[src/rtl/oam_dma_pkg.sv]
package oam_dma_pkg;

   localparam int unsigned ADDR_W = 16;
   localparam int unsigned PAGE_W = 8;
   localparam int unsigned DATA_W = 8;

   function automatic logic page_allowed(input logic [PAGE_W-1:0] page,
                                         input logic [PAGE_W-1:0] limit);
      return page <= limit;
   endfunction

endpackage

[src/rtl/oam_dma_pacer.sv]
module oam_dma_pacer #(
   parameter int unsigned START_DELAY = 8,
   parameter int unsigned INTERVAL    = 4
) (
   input  logic clk,
   input  logic rst_n,
   input  logic restart,
   input  logic active,
   output logic fire
);
   localparam int unsigned MAX_GAP = (START_DELAY > INTERVAL) ? START_DELAY : INTERVAL;
   localparam int unsigned CW      = $clog2(MAX_GAP);

   if (START_DELAY < 2 || INTERVAL < 2) begin : g_bad_timing
      $error("oam_dma_pacer: START_DELAY and INTERVAL must be at least 2");
   end

   logic [CW-1:0] ctr;

   always_ff @(posedge clk) begin
      if (!rst_n) begin
         ctr <= '0;
      end else if (restart) begin
         ctr <= CW'(START_DELAY - 1);
      end else if (fire) begin
         ctr <= CW'(INTERVAL - 1);
      end else if (active && ctr != '0) begin
         ctr <= ctr - 1'b1;
      end
   end

   assign fire = active && (ctr == '0);

   // two copy slots are never adjacent
   assert_slot_gap_R4: assert property (@(posedge clk) disable iff (!rst_n)
      fire && !restart |=> !fire);

   // a fresh start never yields a slot on the next cycle
   assert_start_lead_R3: assert property (@(posedge clk) disable iff (!rst_n)
      restart |=> !fire);

endmodule

[src/rtl/oam_dma_tracker.sv]
module oam_dma_tracker #(
   parameter int unsigned BYTES            = 160,
   parameter int unsigned AW               = 16,
   parameter int unsigned IW               = 8,
   parameter bit          COUNT_FROM_INDEX = 1'b0
) (
   input  logic          clk,
   input  logic          rst_n,
   input  logic          load,
   input  logic [AW-1:0] base,
   input  logic          step,
   output logic [AW-1:0] src,
   output logic [IW-1:0] idx,
   output logic          busy
);
   localparam logic [IW-1:0] LAST_IDX = IW'(BYTES - 1);

   if (BYTES < 1 || BYTES > (1 << IW)) begin : g_bad_size
      $error("oam_dma_tracker: BYTES must fit the index width");
   end

   always_ff @(posedge clk) begin
      if (!rst_n) begin
         src <= '0;
         idx <= '0;
      end else if (load) begin
         src <= base;
         idx <= '0;
      end else if (step) begin
         src <= src + 1'b1;
         idx <= idx + 1'b1;
      end
   end

   if (COUNT_FROM_INDEX) begin : g_flag
      logic run;
      always_ff @(posedge clk) begin
         if (!rst_n) begin
            run <= 1'b0;
         end else if (load) begin
            run <= 1'b1;
         end else if (step && idx == LAST_IDX) begin
            run <= 1'b0;
         end
      end
      assign busy = run;
   end else begin : g_count
      localparam int unsigned CNW = $clog2(BYTES + 1);
      logic [CNW-1:0] left;
      always_ff @(posedge clk) begin
         if (!rst_n) begin
            left <= '0;
         end else if (load) begin
            left <= CNW'(BYTES);
         end else if (step) begin
            left <= left - 1'b1;
         end
      end
      assign busy = (left != '0);
   end

   // a copy advances source and index by exactly one
   assert_advance_R5: assert property (@(posedge clk) disable iff (!rst_n)
      step && !load |=> (src == $past(src) + 1'b1) && (idx == $past(idx) + 1'b1));

   // the copy at the last index ends the transfer
   assert_last_stops_R6: assert property (@(posedge clk) disable iff (!rst_n)
      step && !load && idx == LAST_IDX |=> !busy);

endmodule

[src/rtl/oam_copy_engine.sv]
module oam_copy_engine
   import oam_dma_pkg::*;
#(
   parameter int unsigned        BYTES            = 160,
   parameter int unsigned        START_DELAY      = 8,
   parameter int unsigned        INTERVAL         = 4,
   parameter logic [PAGE_W-1:0]  PAGE_LIMIT       = 8'hF1,
   parameter bit                 COUNT_FROM_INDEX = 1'b0
) (
   input  logic              clk,
   input  logic              rst_n,
   input  logic              start_i,
   input  logic [PAGE_W-1:0] page_i,
   output logic              rd_en_o,
   output logic [ADDR_W-1:0] rd_addr_o,
   input  logic [DATA_W-1:0] rd_data_i,
   output logic              wr_en_o,
   output logic [7:0]        wr_addr_o,
   output logic [DATA_W-1:0] wr_data_o,
   output logic              busy_o
);
   localparam int unsigned IW  = 8;
   localparam int unsigned LOW = ADDR_W - PAGE_W;

   if (ADDR_W <= PAGE_W) begin : g_bad_addr
      $error("oam_copy_engine: address must be wider than the page");
   end

   logic              accept;
   logic [ADDR_W-1:0] base;
   logic              fire;
   logic              step;
   logic [ADDR_W-1:0] src;
   logic [IW-1:0]     idx;
   logic              busy;

   assign accept = start_i && page_allowed(page_i, PAGE_LIMIT);
   assign base   = {page_i, {LOW{1'b0}}};
   assign step   = fire && !accept;

   oam_dma_pacer #(
      .START_DELAY (START_DELAY),
      .INTERVAL    (INTERVAL)
   ) i_pacer (
      .clk     (clk),
      .rst_n   (rst_n),
      .restart (accept),
      .active  (busy),
      .fire    (fire)
   );

   oam_dma_tracker #(
      .BYTES            (BYTES),
      .AW               (ADDR_W),
      .IW               (IW),
      .COUNT_FROM_INDEX (COUNT_FROM_INDEX)
   ) i_tracker (
      .clk   (clk),
      .rst_n (rst_n),
      .load  (accept),
      .base  (base),
      .step  (step),
      .src   (src),
      .idx   (idx),
      .busy  (busy)
   );

   assign rd_en_o   = step;
   assign rd_addr_o = src;
   assign wr_en_o   = step;
   assign wr_addr_o = idx;
   assign wr_data_o = rd_data_i;
   assign busy_o    = busy;

   // no write outside a transfer
   assert_write_in_run_R8: assert property (@(posedge clk) disable iff (!rst_n)
      wr_en_o |-> busy_o);

   // an accepted start loads base, clears the index and raises busy
   assert_start_load_R2: assert property (@(posedge clk) disable iff (!rst_n)
      accept |=> busy_o && (wr_addr_o == '0) && (rd_addr_o == $past(base)));

   // a refused page leaves an idle engine idle
   assert_refused_idle_R1: assert property (@(posedge clk) disable iff (!rst_n)
      start_i && !page_allowed(page_i, PAGE_LIMIT) && !busy_o |=> !busy_o);

endmodule

[config.mk]
export PLATFORM = sky130hd
export DESIGN_NAME = oam_copy_engine
export DESIGN_NICKNAME = d
export VERILOG_FILES = /design/src/rtl/oam_dma_pkg.sv /design/src/rtl/oam_dma_pacer.sv /design/src/rtl/oam_dma_tracker.sv /design/src/rtl/oam_copy_engine.sv
export SDC_FILE = /design/constraint.sdc
export NUM_CORES = 1
export LEC_CHECK = 0
export BUFFER_PORTS_ARGS = -buffer_cell sky130_fd_sc_hd__buf_4
export CAP_MARGIN = 20
export CORE_MARGIN = 2
export CORE_UTILIZATION = 32
export DETAILED_ROUTE_END_ITERATION = 8
export PLACE_DENSITY = 0.64
export RECOVER_POWER = 50
export SYNTH_ARGS = -nofsm -noshare
export SYNTH_HDL_FRONTEND = slang
export SYNTH_HIERARCHICAL = 1
export SYNTH_SLANG_ARGS = --single-unit
[constraint.sdc]
create_clock -name clk -period 2.7 [get_ports clk]
set_clock_uncertainty 0.1 [all_clocks]
set_input_delay 0 -clock clk [delete_from_list [all_inputs] [get_ports clk]]
set_output_delay 0 -clock clk [all_outputs]
set_load 0.005 [all_outputs]
# [Word level (Yosys, flattened, before mapping)]
# Index checks and enable logic that the tools add are counted.
[totals] elab_cells=30 inputBits=19 output_inout_bits=35 regBits=35
[classes] muxes=7 n_lt_le_gt_ge=1 reduce_logical=11 bitwise_logic=1 addsub=4
[op_table] cell="16-bit 2-to-1 mux" count=2
[op_table] cell="16-bit by 1-bit adder with 16-bit output (second input constant)" count=1
[op_table] cell="8-bit 2-to-1 mux" count=2
[op_table] cell="3-bit 2-to-1 mux" count=3
[op_table] cell="8-bit by 1-bit adder with 8-bit output (second input constant)" count=1
[op_table] cell="8-bit <= comparator (second input constant)" count=1
[op_table] cell="8-bit nonzero test" count=1
[op_table] cell="8-bit by 1-bit subtractor with 8-bit output (second input constant)" count=1
[op_table] cell="3-bit nonzero test" count=2
[op_table] cell="1-bit logical AND" count=4
[op_table] cell="3-bit logical NOT" count=1
[op_table] cell="3-bit by 1-bit subtractor with 3-bit output (second input constant)" count=1
[op_table] cell="2-bit nonzero test" count=1
[op_table] cell="2-bit OR reduction" count=1
[op_table] cell="1-bit logical NOT" count=1
[op_table] cell="1-bit inverter" count=1

# [Depth between registers and ports, before layout]
[depth] depth_word=6 depth_mapped=11 mapped_depth_nobuf=10

# [Hierarchy]
# The synthesis kept the hierarchy.
[by_module_without_submodules] mod="oam_dma_tracker" area_per_inst_um2=1559.0 cells_each=178 seq_area_each_um2=640.6 instances=1
[by_module_without_submodules] mod="oam_dma_pacer" area_per_inst_um2=167.7 cells_each=17 seq_area_each_um2=60.1 instances=1
[by_module_without_submodules] mod="oam_copy_engine" area_per_inst_um2=121.4 cells_each=16 seq_area_each_um2=0.0 instances=1

# [Worst setup path before layout]
# No wires, ideal clock.
[synth_timing] path_type="register to register" startpoint="register i_tracker.g_count.left[0]" endpoint="register i_tracker.g_count.left[7]" synth_period_minus_slack_ps=2283 slack_ps=417 required_ps=2471 setup_ps=129 n_path_buf=0 arrival_time_ps=2053 path_stages_with_launch=11 path_cell_list="dfxtp_1 > inv_1 > ha_1 > nand3_1 > and2_1 > inv_1 > a211oi_2 > or3b_1 > nor3b_2 > xnor2_1 > a21oi_1"
[synth_between] elab_chain_cells=4 elab_cells_between_ends=7 cone_classes="add/sub (1); mux (2); reduce/logical (4)"
[synth_lines] element="start: declaration" line="oam_dma_tracker.sv:49" rtl="logic [CNW-1:0] left;"
[synth_lines] element="start signal: assignment" line="oam_dma_tracker.sv:54" rtl="left <= CNW'(BYTES);"
[synth_lines] element="start signal: assignment" line="oam_dma_tracker.sv:56" rtl="left <= left - 1'b1;"
[synth_lines] element="8-bit nonzero test" line="oam_dma_tracker.sv:59" rtl="assign busy = (left != '0);"
[synth_lines] element="net busy_o" line="oam_copy_engine.sv:20" rtl="output logic busy_o"
[synth_lines] element="1-bit logical AND" line="oam_dma_pacer.sv:32" rtl="assign fire = active && (ctr == '0);"
[synth_lines] element="net fire" line="oam_copy_engine.sv:31" rtl="logic fire;"
[synth_lines] element="1-bit logical AND" line="oam_copy_engine.sv:39" rtl="assign step = fire && !accept;"
[synth_lines] element="net rd_en_o" line="oam_copy_engine.sv:14" rtl="output logic rd_en_o,"
[synth_lines] element="2-bit nonzero test (no source line)"
# The timed path passes the listed nets, and every way through them passes these cells. The select of a mux whose other input is x is not followed.
# A chain may end at the register's enable or synchronous reset.

# [Worst setup path after layout]
[layout_timing] startpoint="input port page_i[3]" endpoint="register i_tracker.src[11]"
[layout_between] elab_chain_cells=5 elab_cells_between_ends=6 cone_classes="order compare (1); mux (1); reduce/logical (4)"
[layout_lines] element="start: declaration" line="oam_copy_engine.sv:13" rtl="input logic [PAGE_W-1:0] page_i,"
[layout_lines] element="8-bit <= comparator *" line="oam_dma_pkg.sv:9" rtl="return page <= limit;"
[layout_lines] element="1-bit logical AND *" line="oam_copy_engine.sv:37" rtl="assign accept = start_i && page_allowed(page_i, PAGE_LIMIT);"
[layout_lines] element="net accept" line="oam_copy_engine.sv:29" rtl="logic accept;"
[layout_lines] element="1-bit logical NOT" line="oam_copy_engine.sv:39"
[layout_lines] element="1-bit logical AND" line="oam_copy_engine.sv:39"
[layout_lines] element="2-bit nonzero test (no source line)"
[layout_lines] element="end signal: assignment" line="oam_dma_tracker.sv:27" rtl="src <= base;"
[layout_lines] element="end signal: assignment" line="oam_dma_tracker.sv:30" rtl="src <= src + 1'b1;"
[layout_lines] element="end: declaration" line="oam_dma_tracker.sv:12" rtl="output logic [AW-1:0] src,"
# The timed path passes the listed nets; every way through them passes the cells marked *.

==> out/results.txt <==
The flow ran to the end, and the final reports show no timing, DRC or antenna violations. CTS saw 35 sinks. Setup repair after global routing left no endpoint under its margin. The worst min-delay path endpoint was i_tracker/g_count.left[1]. Width of the die: 80.0 um.

Class of the tightest hold or removal check: primary input to flop. The violation count after the first detailed-routing iteration was 52. TritonCTS created 5 clock buffers.

Internal power comes to 0.853 mW. The tools report the peak supply drop as 194 uV. Data arrives at the worst endpoint at 2.52 ns.

The run gives 19.3% as the fraction of power consumed by combinational cells. Average routed wire per standard cell: 12.2 um. Among all flip-flop cells after synthesis, the most frequent one is sky130_fd_sc_hd__dfxtp_1. For the worst flop-to-flop path, the logic depth is 10. Sorting the synthesized cells by area gives the leading types as sky130_fd_sc_hd__dfxtp_1 38%, sky130_fd_sc_hd__xnor2_1 8.1%, sky130_fd_sc_hd__a21oi_1 5.1%, sky130_fd_sc_hd__buf_4 4.1%, sky130_fd_sc_hd__nor2_1 4.1%. The via count of the first global-routing pass was 1478. Dividing total power by cell area gives a power density of 479 nW/um2. The post-CTS setup-driven buffer insertion count is 0, and the static power due to leakage is 0.917 nW.

At the end of routability-driven placement, the weighted congestion stood at 0.798. Summed over all instances, the cell type with the most area after synthesis is sky130_fd_sc_hd__dfxtp_1. Summed over all failing endpoints, the final setup total negative slack is 0 ns. The endpoint of the lowest-slack register-to-register path is i_tracker/src[6]. The cell area that synthesis handed to floorplanning was 1850 um2. Via-per-instance ratio: 4.84. The largest driver fanout on the critical path works out to 27. The Yosys step of the flow raised 6 warnings.

The number of enable-type register cells in the synthesized netlist was 0; the residual antenna-violating net count after detailed routing was 0. The H-tree was split into 2 levels. The register area share after synthesis was 37.9%.

Subtracting the final worst setup slack from the clock period gives 2.45 ns. In the synthesized netlist the async set-or-reset flop fraction comes to 0%. The first-pass GRT wire length is 6.82 mm. Critical path endpoint category: a flop.

The area share of the largest cell type after synthesis is 37.9%, and the maximum buffer depth of the clock tree is 2. The number of register bits inferred by synthesis works out to 35. STA puts the critical path data required time at 2.77 ns. The number of nets at the end of the flow is 297. After filler insertion, the fill cell instance count of the layout stands at 557. The later pin in the worst-skew pair is clocked with a latency of 0.29 ns. The critical path is of the primary input to flop type. The startpoint identified for the worst register-to-register timing path is i_tracker/g_count.left[0]. Entering global routing, the biggest net connects 28 pins. The share of final-layout standard cells stronger than drive strength 1 is 21.2%, and the switching fraction of total power is 28.2%.

The first detailed-routing pass ran for 4 iterations. For this configuration, the core starts out at a cell density of 33.4%. The top cell types in the final layout, fill and taps aside, are 35 x sky130_fd_sc_hd__dfxtp_1, 24 x sky130_fd_sc_hd__clkbuf_4, 23 x sky130_fd_sc_hd__dlygate4sd3_1. The share of the core filled with cells in the final layout came out at 44.8%. Max-cap violations in this run came to 0. Clock-pin slew was measured on the worst setup and hold paths at 0.07 ns. The overall die area is 6400 um2.

The number of antenna diodes in the final layout is 0. From synthesis to final layout, the design area changed by 34.3%. For this run, design rule violations remaining after detail routing come to 0. The library cell used most frequently in the layout, excluding fill and tap cells, is sky130_fd_sc_hd__dfxtp_1.

The final number of max-transition violations is 0, and the total number of vias is 1673. The run gives 2.85 mm as the post-DP HPWL. The worst path uses 90.6% of the clock period. 54 I/O pins were placed. For flop-to-flop paths, the worst setup slack is 0.33 ns. The count of mapped cells out of synthesis was 211; the total of buffers placed on input and output ports was 37. Of the total power, registers draw 49.1%. The footprint of the flip-flops and latches came out at 701 um2.

Die height: 80.0 um. The startpoint kind of the worst setup timing path is a primary input. The worst hold path was traced through 5 stages.

The number of endpoints with negative hold slack in the final report is 0. For the area of the multi-input gates, the log shows 1030 um2. The maximum clock frequency is 0.409 GHz. The number of different library cells used by synthesis comes to 39. After synthesis, the mean cell area works out to 8.76 um2. The overall overflow remaining after global route is 0.

The startpoint identified for the worst hold timing path is start_i. For this block, the routed nets add up to 4.24 mm of wire. The logs give 0 for the number of antenna violations at the first check in global routing and 0.154 ns for the smallest hold slack.

In this run the power spent charging and discharging nets is 0.335 mW. TritonCTS built the clock tree. Of the total power, the clock network draws 31.6%.

In this run the standard cell core region covers 5540 um2. Overall fraction of global-route tracks in use: 13.8%. The root cell of the clock tree is sky130_fd_sc_hd__clkbuf_8. Setup violations remaining at the end of the flow were counted as 0. Row generation in the floorplan step produced 27 rows.
[critical path, cell delays in order]
cell	delay (ns)
sky130_fd_sc_hd__dlygate4sd3_1	0.54
sky130_fd_sc_hd__buf_4	0.15
sky130_fd_sc_hd__nor3_1	0.18
sky130_fd_sc_hd__o21a_1	0.43
sky130_fd_sc_hd__clkinv_1	0.12
sky130_fd_sc_hd__buf_4	0.24
sky130_fd_sc_hd__o21ai_0	0.22
sky130_fd_sc_hd__dlygate4sd3_1	0.60
sky130_fd_sc_hd__a21oi_1	0.04
[logic make-up (layout without fill, tap and decap cells)]
group,after synthesis,in the layout,synth area share (%)
flops,35,35,37.9
mux,3,3,1.62
xor+xnor,25,25,11.8
simple gates,74,74,24.3
other cells,1,8,0.203
compound gates,42,42,13.2
buf+inv,26,82,7.51
fa+ha+maj,5,5,3.39
[metal layers]
layer | track usage, % | wire [um]
met4 | 6.95 | 106
met1 | 16.3 | 1920
met5 | 0 | 0
met3 | 4.07 | 204
met2 | 22.5 | 2000
[final cells by class]
| cell class | instances | share of cell area, % |
|---|---|---|
| clock buffer | 6 | 2.92 |
| clock inverter | 2 | 0.504 |
| inverter | 10 | 1.51 |
| multi-input combinational | 157 | 41.7 |
| sequential | 35 | 28.2 |
| tap | 72 | 3.63 |
| timing repair buffer | 64 | 21.5 |
[flip-flops by register name (all words and copies together), names as in the netlist]
| register | flops |
|---|---|
| i_pacer/ctr | 3 |
| i_tracker/src | 16 |
| i_tracker/g_count.left | 8 |
| i_tracker/idx | 8 |
[timing repair]
action / 4_1_cts / 5_1_grt
endpoints found under the hold margin: 23 / 0
hold buffers: 23 / 0
resized for setup: 0 / 0
[per-stage QoR]
| stage | total power, mW | area [um2] | cells | setup slack [ns] |
|---|---|---|---|---|
| final | 1.19 | 2480 | 346 | 0.253 |
| after global routing | 1.25 | 2480 | 346 | 0.0713 |
| after CTS | 1.21 | 2490 | 346 | 0.319 |
| after detailed placement | 0.800 | 2170 | 315 | 0.357 |
| after global placement | 0.797 | 2170 | 315 | 0.429 |
| after floorplan | 0.726 | 1870 | 218 | 0.417 |
[synth_stat cells, types with 2 or more instances]
master                     instances
sky130_fd_sc_hd__a21oi_1          19
sky130_fd_sc_hd__buf_2             3
sky130_fd_sc_hd__nor4_2            5
sky130_fd_sc_hd__buf_4            10
sky130_fd_sc_hd__nor3_1            6
sky130_fd_sc_hd__nand2_1          10
sky130_fd_sc_hd__clkbuf_1          3
sky130_fd_sc_hd__nand4_1           7
sky130_fd_sc_hd__or3_1             5
sky130_fd_sc_hd__xnor2_1          17
sky130_fd_sc_hd__nor3b_1           3
sky130_fd_sc_hd__o21ai_0          14
sky130_fd_sc_hd__mux2i_1           3
sky130_fd_sc_hd__o22ai_1           2
sky130_fd_sc_hd__inv_1             9
sky130_fd_sc_hd__nand3_1           8
sky130_fd_sc_hd__nor2_1           20
sky130_fd_sc_hd__dfxtp_1          35
sky130_fd_sc_hd__xor2_1            8
sky130_fd_sc_hd__ha_1              5
[how the worst max path moves through the flow]
stage,to,start
global route,i_tracker/src[11],page_i[3]
CTS,i_tracker/src[6],i_tracker/g_count.left[0]
global placement,i_tracker/src[9],i_pacer/ctr[0]
detailed placement,i_tracker/src[6],i_tracker/g_count.left[0]
finish,i_tracker/src[11],page_i[3]
floorplan,i_tracker/g_count.left[7],i_tracker/g_count.left[0]
[power by group through the flow]
stage	clock network (mW)	registers (mW)	logic (mW)
6_report	0.375	0.583	0.230
5_1_grt	0.409	0.588	0.256
4_1_cts	0.389	0.584	0.236
3_5_place_dp	0	0.595	0.204
3_3_place_gp	0	0.595	0.202
2_1_floorplan	0	0.590	0.136
No activity file was read; power rests on OpenSTA's default activity.
